File: src/rtl/bist_pkg.sv
package bist_pkg;
   localparam int unsigned BIST_W    = 4;
   localparam int unsigned BIST_CW   = 16;
   localparam logic [3:0]  BIST_TAPS = 4'b1001;

   typedef enum logic [0:0] {
      SEQ_IDLE = 1'b0,
      SEQ_RUN  = 1'b1
   } seq_state_e;
endpackage

File: src/rtl/bist_pattern_gen.sv
module bist_pattern_gen #(
   parameter int unsigned W    = 4,
   parameter logic [W-1:0] TAPS = 4'b1001
) (
   input  logic         clk,
   input  logic         rst_n,
   input  logic         load_i,
   input  logic [W-1:0] seed_i,
   input  logic         adv_i,
   output logic [W-1:0] vec_o
);
   localparam logic [W-1:0] TOP_ONE = {1'b1, {(W-1){1'b0}}};

   generate
      if (W < 2) begin : g_bad_w
         $error("bist_pattern_gen: W must be at least 2");
      end
      if (TAPS[0] != 1'b1) begin : g_bad_taps
         $error("bist_pattern_gen: TAPS must include bit 0");
      end
   endgenerate

   logic [W-1:0] state_q;
   logic [W-1:0] seed_fix;
   logic         fb;

   assign seed_fix = (seed_i == '0) ? TOP_ONE : seed_i;
   assign fb       = ^(state_q & TAPS);

   always_ff @(posedge clk or negedge rst_n) begin
      if (!rst_n)      state_q <= TOP_ONE;
      else if (load_i) state_q <= seed_fix;
      else if (adv_i)  state_q <= {fb, state_q[W-1:1]};
   end

   assign vec_o = state_q;

   // the register is never locked at zero
   p_never_zero_r3: assert property (@(posedge clk) disable iff (!rst_n)
      state_q != '0);

   // an idle generator holds its vector
   p_hold_idle_r1: assert property (@(posedge clk) disable iff (!rst_n)
      (!load_i && !adv_i) |=> $stable(state_q));

   // a load applies the seed, zero replaced
   p_load_seed_r4: assert property (@(posedge clk) disable iff (!rst_n)
      load_i |=> (state_q == (($past(seed_i) == '0) ? TOP_ONE : $past(seed_i))));
endmodule

File: src/rtl/bist_sig_comp.sv
module bist_sig_comp #(
   parameter int unsigned W    = 4,
   parameter logic [W-1:0] TAPS = 4'b1001
) (
   input  logic         clk,
   input  logic         rst_n,
   input  logic         clr_i,
   input  logic         fold_i,
   input  logic [W-1:0] resp_i,
   output logic [W-1:0] sig_nxt_o
);
   logic [W-1:0] sig_q;
   logic [W-1:0] nxt;
   logic         fb;

   assign fb = ^(sig_q & TAPS);

   genvar gi;
   generate
      for (gi = 0; gi < W; gi++) begin : g_stage
         if (gi == W - 1) begin : g_top
            assign nxt[gi] = fb ^ resp_i[gi];
         end else begin : g_mid
            assign nxt[gi] = sig_q[gi+1] ^ resp_i[gi];
         end
      end
   endgenerate

   always_ff @(posedge clk or negedge rst_n) begin
      if (!rst_n)      sig_q <= '0;
      else if (clr_i)  sig_q <= '0;
      else if (fold_i) sig_q <= nxt;
   end

   assign sig_nxt_o = nxt;

   // a clear empties the signature
   p_clear_r5: assert property (@(posedge clk) disable iff (!rst_n)
      clr_i |=> (sig_q == '0));

   // without a fold or clear the signature holds
   p_hold_r5: assert property (@(posedge clk) disable iff (!rst_n)
      (!clr_i && !fold_i) |=> $stable(sig_q));
endmodule

File: src/rtl/bist_seq.sv
module bist_seq
   import bist_pkg::*;
#(
   parameter int unsigned CW = 16
) (
   input  logic          clk,
   input  logic          rst_n,
   input  logic          start_i,
   input  logic [CW-1:0] len_i,
   input  logic          match_i,
   input  logic          zero_ok_i,
   output logic          load_o,
   output logic          run_o,
   output logic          done_o,
   output logic          pass_o
);
   generate
      if (CW < 1) begin : g_bad_cw
         $error("bist_seq: CW must be at least 1");
      end
   endgenerate

   seq_state_e    st_q;
   logic [CW-1:0] cnt_q;
   logic [CW-1:0] len_q;
   logic          done_q;
   logic          pass_q;

   assign load_o = start_i && (st_q == SEQ_IDLE);
   assign run_o  = (st_q == SEQ_RUN);

   always_ff @(posedge clk or negedge rst_n) begin
      if (!rst_n) begin
         st_q   <= SEQ_IDLE;
         cnt_q  <= '0;
         len_q  <= '0;
         done_q <= 1'b0;
         pass_q <= 1'b0;
      end else begin
         done_q <= 1'b0;
         if (load_o) begin
            cnt_q  <= '0;
            len_q  <= len_i;
            pass_q <= 1'b0;
            if (len_i == '0) begin
               done_q <= 1'b1;
               pass_q <= zero_ok_i;
            end else begin
               st_q <= SEQ_RUN;
            end
         end else if (st_q == SEQ_RUN) begin
            cnt_q <= cnt_q + 1'b1;
            if (cnt_q == len_q - 1'b1) begin
               st_q   <= SEQ_IDLE;
               done_q <= 1'b1;
               pass_q <= match_i;
            end
         end
      end
   end

   assign done_o = done_q;
   assign pass_o = pass_q;

   // done is a single-cycle pulse
   p_done_pulse_r6: assert property (@(posedge clk) disable iff (!rst_n)
      (done_q && !start_i) |=> !done_q);

   // the count never reaches the programmed length while running
   p_count_bound_r6: assert property (@(posedge clk) disable iff (!rst_n)
      (st_q == SEQ_RUN) |-> (cnt_q < len_q));

   // no pass indication while a pass is in progress
   p_pass_clear_r7: assert property (@(posedge clk) disable iff (!rst_n)
      (st_q == SEQ_RUN) |-> !pass_q);
endmodule

File: src/rtl/bist_engine.sv
module bist_engine
   import bist_pkg::*;
#(
   parameter int unsigned  W    = BIST_W,
   parameter int unsigned  CW   = BIST_CW,
   parameter logic [W-1:0] TAPS = BIST_TAPS
) (
   input  logic          clk,
   input  logic          rst_n,
   input  logic          start_i,
   input  logic [W-1:0]  seed_i,
   input  logic [CW-1:0] len_i,
   output logic [W-1:0]  vec_o,
   input  logic [W-1:0]  resp_i,
   input  logic [W-1:0]  exp_i,
   output logic          done_o,
   output logic          pass_o
);
   logic         load;
   logic         run;
   logic [W-1:0] sig_nxt;
   logic         match;
   logic         zero_ok;

   assign match   = (sig_nxt == exp_i);
   assign zero_ok = (exp_i == '0);

   bist_seq #(.CW(CW)) u_seq (
      .clk       (clk),
      .rst_n     (rst_n),
      .start_i   (start_i),
      .len_i     (len_i),
      .match_i   (match),
      .zero_ok_i (zero_ok),
      .load_o    (load),
      .run_o     (run),
      .done_o    (done_o),
      .pass_o    (pass_o)
   );

   bist_pattern_gen #(.W(W), .TAPS(TAPS)) u_gen (
      .clk    (clk),
      .rst_n  (rst_n),
      .load_i (load),
      .seed_i (seed_i),
      .adv_i  (run),
      .vec_o  (vec_o)
   );

   bist_sig_comp #(.W(W), .TAPS(TAPS)) u_comp (
      .clk       (clk),
      .rst_n     (rst_n),
      .clr_i     (load),
      .fold_i    (run),
      .resp_i    (resp_i),
      .sig_nxt_o (sig_nxt)
   );

   // reset leaves no result behind
   p_reset_quiet_r10: assert property (@(posedge clk) disable iff (!rst_n)
      $rose(rst_n) |-> (!done_o && !pass_o));
endmodule

File: config.mk
export PLATFORM = sky130hd
export DESIGN_NAME = bist_engine
export DESIGN_NICKNAME = d
export VERILOG_FILES = /design/src/rtl/bist_pkg.sv /design/src/rtl/bist_pattern_gen.sv /design/src/rtl/bist_sig_comp.sv /design/src/rtl/bist_seq.sv /design/src/rtl/bist_engine.sv
export SDC_FILE = /design/constraint.sdc
export NUM_CORES = 1
export LEC_CHECK = 0
export CAP_MARGIN = 10
export CORE_ASPECT_RATIO = 1.1
export CORE_UTILIZATION = 50
export CTS_CLUSTER_SIZE = 20
export DETAILED_ROUTE_END_ITERATION = 12
export PLACE_DENSITY = 0.75
export SKIP_LAST_GASP = 1
export SLEW_MARGIN = 20
export SYNTH_ARGS = -nofsm -noshare
export SYNTH_HDL_FRONTEND = slang
export SYNTH_HIERARCHICAL = 1
export SYNTH_SLANG_ARGS = --single-unit
File: constraint.sdc
create_clock -name clk -period 4 [get_ports clk]
set_clock_uncertainty 0.05 [all_clocks]
set_input_delay 0.4 -clock clk [delete_from_list [all_inputs] [get_ports clk]]
set_output_delay 0.4 -clock clk [all_outputs]
set_load 0.05 [all_outputs]
### After elaboration in Yosys (flattened, before gate mapping)

Cells that the tools add are included.
W data, S select, Z words.

* reductions and logical operators: 9
* eq/ne operators: 3
* add/subtract/negate cells: 2
* bitwise logic cells: 5
* muxes and demuxes: 19

Operators by type and width (number)
* $mux W16: 2
* $mux W4: 5
* $add A16 B1 Y16 const B: 1
* $eq A16 B16 Y1: 1
* $logic_not A16 Y1: 1
* $sub A16 B1 Y16 const B: 1
* $mux W1: 12
* $logic_not A4 Y1: 2
* $reduce_xor A4 Y1: 2
* $eq A4 B4 Y1: 1
* $reduce_bool A2 Y1: 2
* $xor A1 B1 Y1: 4
* $ne A2 B2 Y1 const B: 1
* $reduce_and A2 Y1: 1
* $logic_and A1 B1 Y1: 1
* $not A1 Y1: 1

* output and inout bits: 6
* word-level logic and storage cells: 45
* input bits: 31
* register bits: 43

### Longest topological paths before layout

* depth after elaboration: 6
* depth in mapped cells: 9

### Hierarchy

The synthesis kept the hierarchy.

Modules (own cells, without submodules)
* bist_seq: times used 1, cells an instance 263, area an instance 2218.4 um^2
* bist_sig_comp: times used 1, cells an instance 19, area an instance 212.7 um^2
* bist_pattern_gen: times used 1, cells an instance 20, area an instance 209.0 um^2
* bist_engine: times used 1, cells an instance 6, area an instance 53.8 um^2

### Worst setup path after synthesis

OpenSTA, ideal clock, no wires.

* path type: register to register
* start: reg u_seq.len_q[0]
* end: reg u_seq.pass_q (netlist: u_seq/pass_o)
* clock period less this slack: 2655 ps
* arrival: 2526 ps
* path buffers: 1
* cell stages (with the launch flop): 10
* setup slack: 1345 ps
* required time: 3871 ps
* cells stage by stage: dfrtp_1 -> inv_1 -> ha_1 -> or4b_1 -> buf_2 -> or3_4 -> a211oi_2 -> o211ai_1 -> a2111oi_2 -> mux2i_1

* word-level cells in the longest chain between the ends: 4

Ends and longest elaborated chain
* start, declared: RTL line bist_seq.sv:25 `logic [CW-1:0] len_q;`
* start signal, assigned: RTL line bist_seq.sv:43 `len_q <= len_i;`
* $sub A16 B1 Y16: RTL line bist_seq.sv:53 `if (cnt_q == len_q - 1'b1) begin`
* $eq A16 B16 Y1: RTL line bist_seq.sv:53
* $reduce_bool A2 Y1 (no line)
* $reduce_and A2 Y1 (no line)
* end signal, assigned: RTL line bist_seq.sv:47 `pass_q <= zero_ok_i;`
* end signal, assigned: RTL line bist_seq.sv:56 `pass_q <= match_i;`
* end, declared: RTL line bist_seq.sv:27 `logic pass_q;`

Every way passes these cells.
A chain may end at the register's enable or synchronous reset.

### Worst setup path after layout

Same ends and word-level chain as after synthesis.

==> impl_metrics.tcl <==
set metrics [dict create \
    ctsResizeCount 0 \
    synth_compound_area_share_pct 15.6 \
    syn_area_per_cell_um2 8.75 \
    switchingPower_mw 0.723 \
    fin_tns_setup_ns 0 \
    pre_cts_ws_ns 1.08 \
    status "completed" \
    cap_violations 0 \
    dr.pass1.iters 4 \
    power_mw 1.72 \
    synth_xor_area_share_pct 7.48 \
    clock_latency_ns 0.30 \
    cts-hold-fix-buffers 0 \
    yosysTopAreaCellShare_pct 39.0 \
    die_y_um 79.0 \
    cp.arrival_ns 3.11 \
    placed_cell_area_um2 3090 \
    ys.flop_type "dfrtp_1" \
    grt_pass1_wl_mm 10.8 \
    antenna_found_initial 0 \
    clock.fmax_ghz 0.342 \
    clkPwrFrac_pct 16.4 \
    slowest_stage "or4b_1" \
    cts_buffers 5 \
    synth_edf_count 0 \
    crit_type "flip-flop to flip-flop" \
    ir_worst_vdd_uv 341 \
    portBuffers 36 \
    setup_slack_ns 1.08 \
    overflow 0 \
    path_cells "inv_1, ha_1, or4b_1, or3_4, a211oi_2, o211ai_1, a2111oi_2, mux2i_1" \
    via_per_inst 5.68 \
    slowest_delay_ns 0.62 \
    gp_congestion 0.872 \
    io-pin-count 37 \
    drive_gt1_share_pct 6.19 \
    cts_buffer_depth 2 \
    muxShareOfSynthArea_pct 5.29 \
    dp_hpwl_mm 4.65 \
    slew_viol_final 0 \
    r2r_start "u_seq/len_q[0]" \
    syn2layout_area_growth_pct 18.0 \
    nets 371 \
    worst_setup_path_end_kind "flip-flop" \
    finalCritPeriodShare_pct 73.0 \
    layout_min_cycle_time_ns 2.92 \
    vias 2336 \
    drt_wl_total_mm 6.35 \
    power_density_nw_per_um2 541 \
    avgRoutedWirePerCell_um 15.4 \
    cts-htree-levels 2 \
    synth_cell_types 59 \
    hold_class "primary input to async pin" \
    grt_pass1_vias 2309 \
    syn_nets 341 \
    p_int_mw 0.996 \
    rrSetupSlack_ns 1.08 \
    cellLeakagePower_nw 1.30 \
    syn_area_um2 2690 \
    postSynthCellCount 308 \
    p_seq_share_pct 42.6 \
    swShare_pct 42.1 \
    yosysWarnings 6 \
    yosys.area_share.simple_pct 27.0 \
    slew_headroom_pct 35.0 \
    finalHoldViolCount 0 \
    synth_top_cell_by_area "dfrtp_1" \
    cts_root_buffer "clkbuf_8" \
    ys_seq_elements 43 \
    postRouteAntennaNets 0 \
    critPathLaunchType "flip-flop" \
    synthAdderAreaFrac_pct 0.929 \
    combinationalPowerShare_pct 41.0 \
    ys_seq_area_share_pct 40.0 \
    synth_top_cells_by_area "dfrtp_1, nand2_1, mux2i_1" \
    grt_use_total_pct 24.7 \
    grt_max_degree 44 \
    drtIter0Drc 119 \
    post-route-drc-count 0 \
    fillers 440 \
    worstMarginPinSlew_ns 0.975 \
    initial_core_util_pct 52.8 \
    cts.clk_slew.worst_paths_ns 0.09 \
    rows 27 \
    dieArea_um2 5690 \
    final_cell_area_um2 3180 \
    final_core_util_pct 62.3 \
    cts_tree "done" \
    synthArstFlopShare_pct 100 \
    cp.required_ns 4.19 \
    synth_top_family_by_area "simple AND/OR/NAND/NOR gates" \
    insertedDiodeCount 0 \
    setup_viol 0 \
    core_um2 5100 \
    rr_endpoint "u_seq/pass_o" \
    rsz0062_at_grt "false" \
    cts.sinks 43 \
    cp_max_fo 7 \
    postCtsSetupBuffers 0 \
    dieWidth_um 72.0 \
    r2r_cells 8 \
]
[logic make-up (layout without fill, tap and decap cells)]
logic type      Yosys count  in the layout
xor+xnor                 23             23
fa+ha+maj                 2              2
mux                      14             14
simple gates            143            143
compound gates           59             59
buf+inv                  24             55
flops                    43             43
[worst max-delay path: cells and delay by family, from the launching register on]
family                     cells  cell delay (ns)
and+or+nand+nor                2             1.07
buffers and inverters          1             0.09
AOI/OAI and AO/OA              3             0.79
DFF                            1             0.43
muxes                          1             0.22
adders and majority gates      1             0.20
[per-layer routing]
| metal | up-vias | GRT usage, % | share of wire [%] |
|---|---|---|---|
| li1 | 1175 | - | - |
| met1 | 1098 | 33.3 | 47 |
| met2 | 56 | 40.5 | 47 |
| met3 | 7 | 3.30 | 3.9 |
| met4 | 0 | 9.02 | 1.4 |
| met5 | - | 0 | 0 |
[cell usage after synthesis (all sizes together), types with 3 or more instances]
master,count
nand2,61
dfrtp,42
nor2,18
o21ai,16
mux2i,12
nor4,12
xnor2,12
clkbuf,11
xor2,11
nor3,10
inv,9
nand3,9
nand4,8
o211ai,8
o31ai,8
a21oi,6
buf,4
nor2b,4
a211oi,3
nand4b,3
o311ai,3
[state kept, by name (all words and copies together) (netlist names)]
register and cells:
u_seq/done_o 1, u_comp/sig_q 4, u_gen/vec_o 4, u_seq/len_q 16
u_seq/run_o 1, u_seq/pass_o 1, u_seq/cnt_q 16
[cell type report]
| cell class | count | area (um^2) | share of cell area, % |
|---|---|---|---|
| Clock buffer | 5 | 68.8 | 2.17 |
| Clock inverter | 3 | 20.0 | 0.630 |
| Inverter | 9 | 33.8 | 1.06 |
| Multi-Input combinational cell | 241 | 1520 | 47.8 |
| Sequential cell | 43 | 1080 | 33.9 |
| Tap cell | 72 | 90.1 | 2.83 |
| Timing Repair Buffer | 38 | 370 | 11.7 |
[power by group through the flow]
stage / Sequential, mW / Clock (mW) / Combinational, mW
3_5_place_dp: 0.734 / 0 / 0.701
5_1_grt: 0.757 / 0.305 / 0.781
4_1_cts: 0.730 / 0.289 / 0.702
6_report: 0.732 / 0.282 / 0.705
2_1_floorplan: 0.746 / 0 / 0.488
3_3_place_gp: 0.734 / 0 / 0.690
[worst max path at each step]
stage,startpoint,depth (start not counted),end
global placement,u_seq/len_q[0],8,u_seq/pass_o
detailed placement,u_seq/len_q[0],8,u_seq/pass_o
global route,u_seq/len_q[0],8,u_seq/pass_o
floorplan,u_seq/len_q[0],9,u_seq/pass_o
finish,u_seq/len_q[0],8,u_seq/pass_o
CTS,u_seq/len_q[0],8,u_seq/pass_o
[per-stage QoR]
stage | instances | hold slack [ns]
after floorplan | 308 | 0.0544
after global placement | 403 | 0.432
after detailed placement | 403 | 0.450
after CTS | 411 | 0.231
after global routing | 411 | 0.266
final | 411 | 0.189
[placed cells by master, fill, tap and decap left out, drive strengths merged, types with 4 or more instances in the layout]
cell type and instances:
nor2 18, o21ai 16, clkbuf 5, nor4 12
a21oi 6, nand4 8, inv 9, nor3 10
xnor2 12, nand3 9, nand2 61, o31ai 8
nor2b 4, mux2i 12, clkdlybuf4s50 35, xor2 11
dfrtp 42, o211ai 8
Note: power is estimated with default switching activity, not from simulation.
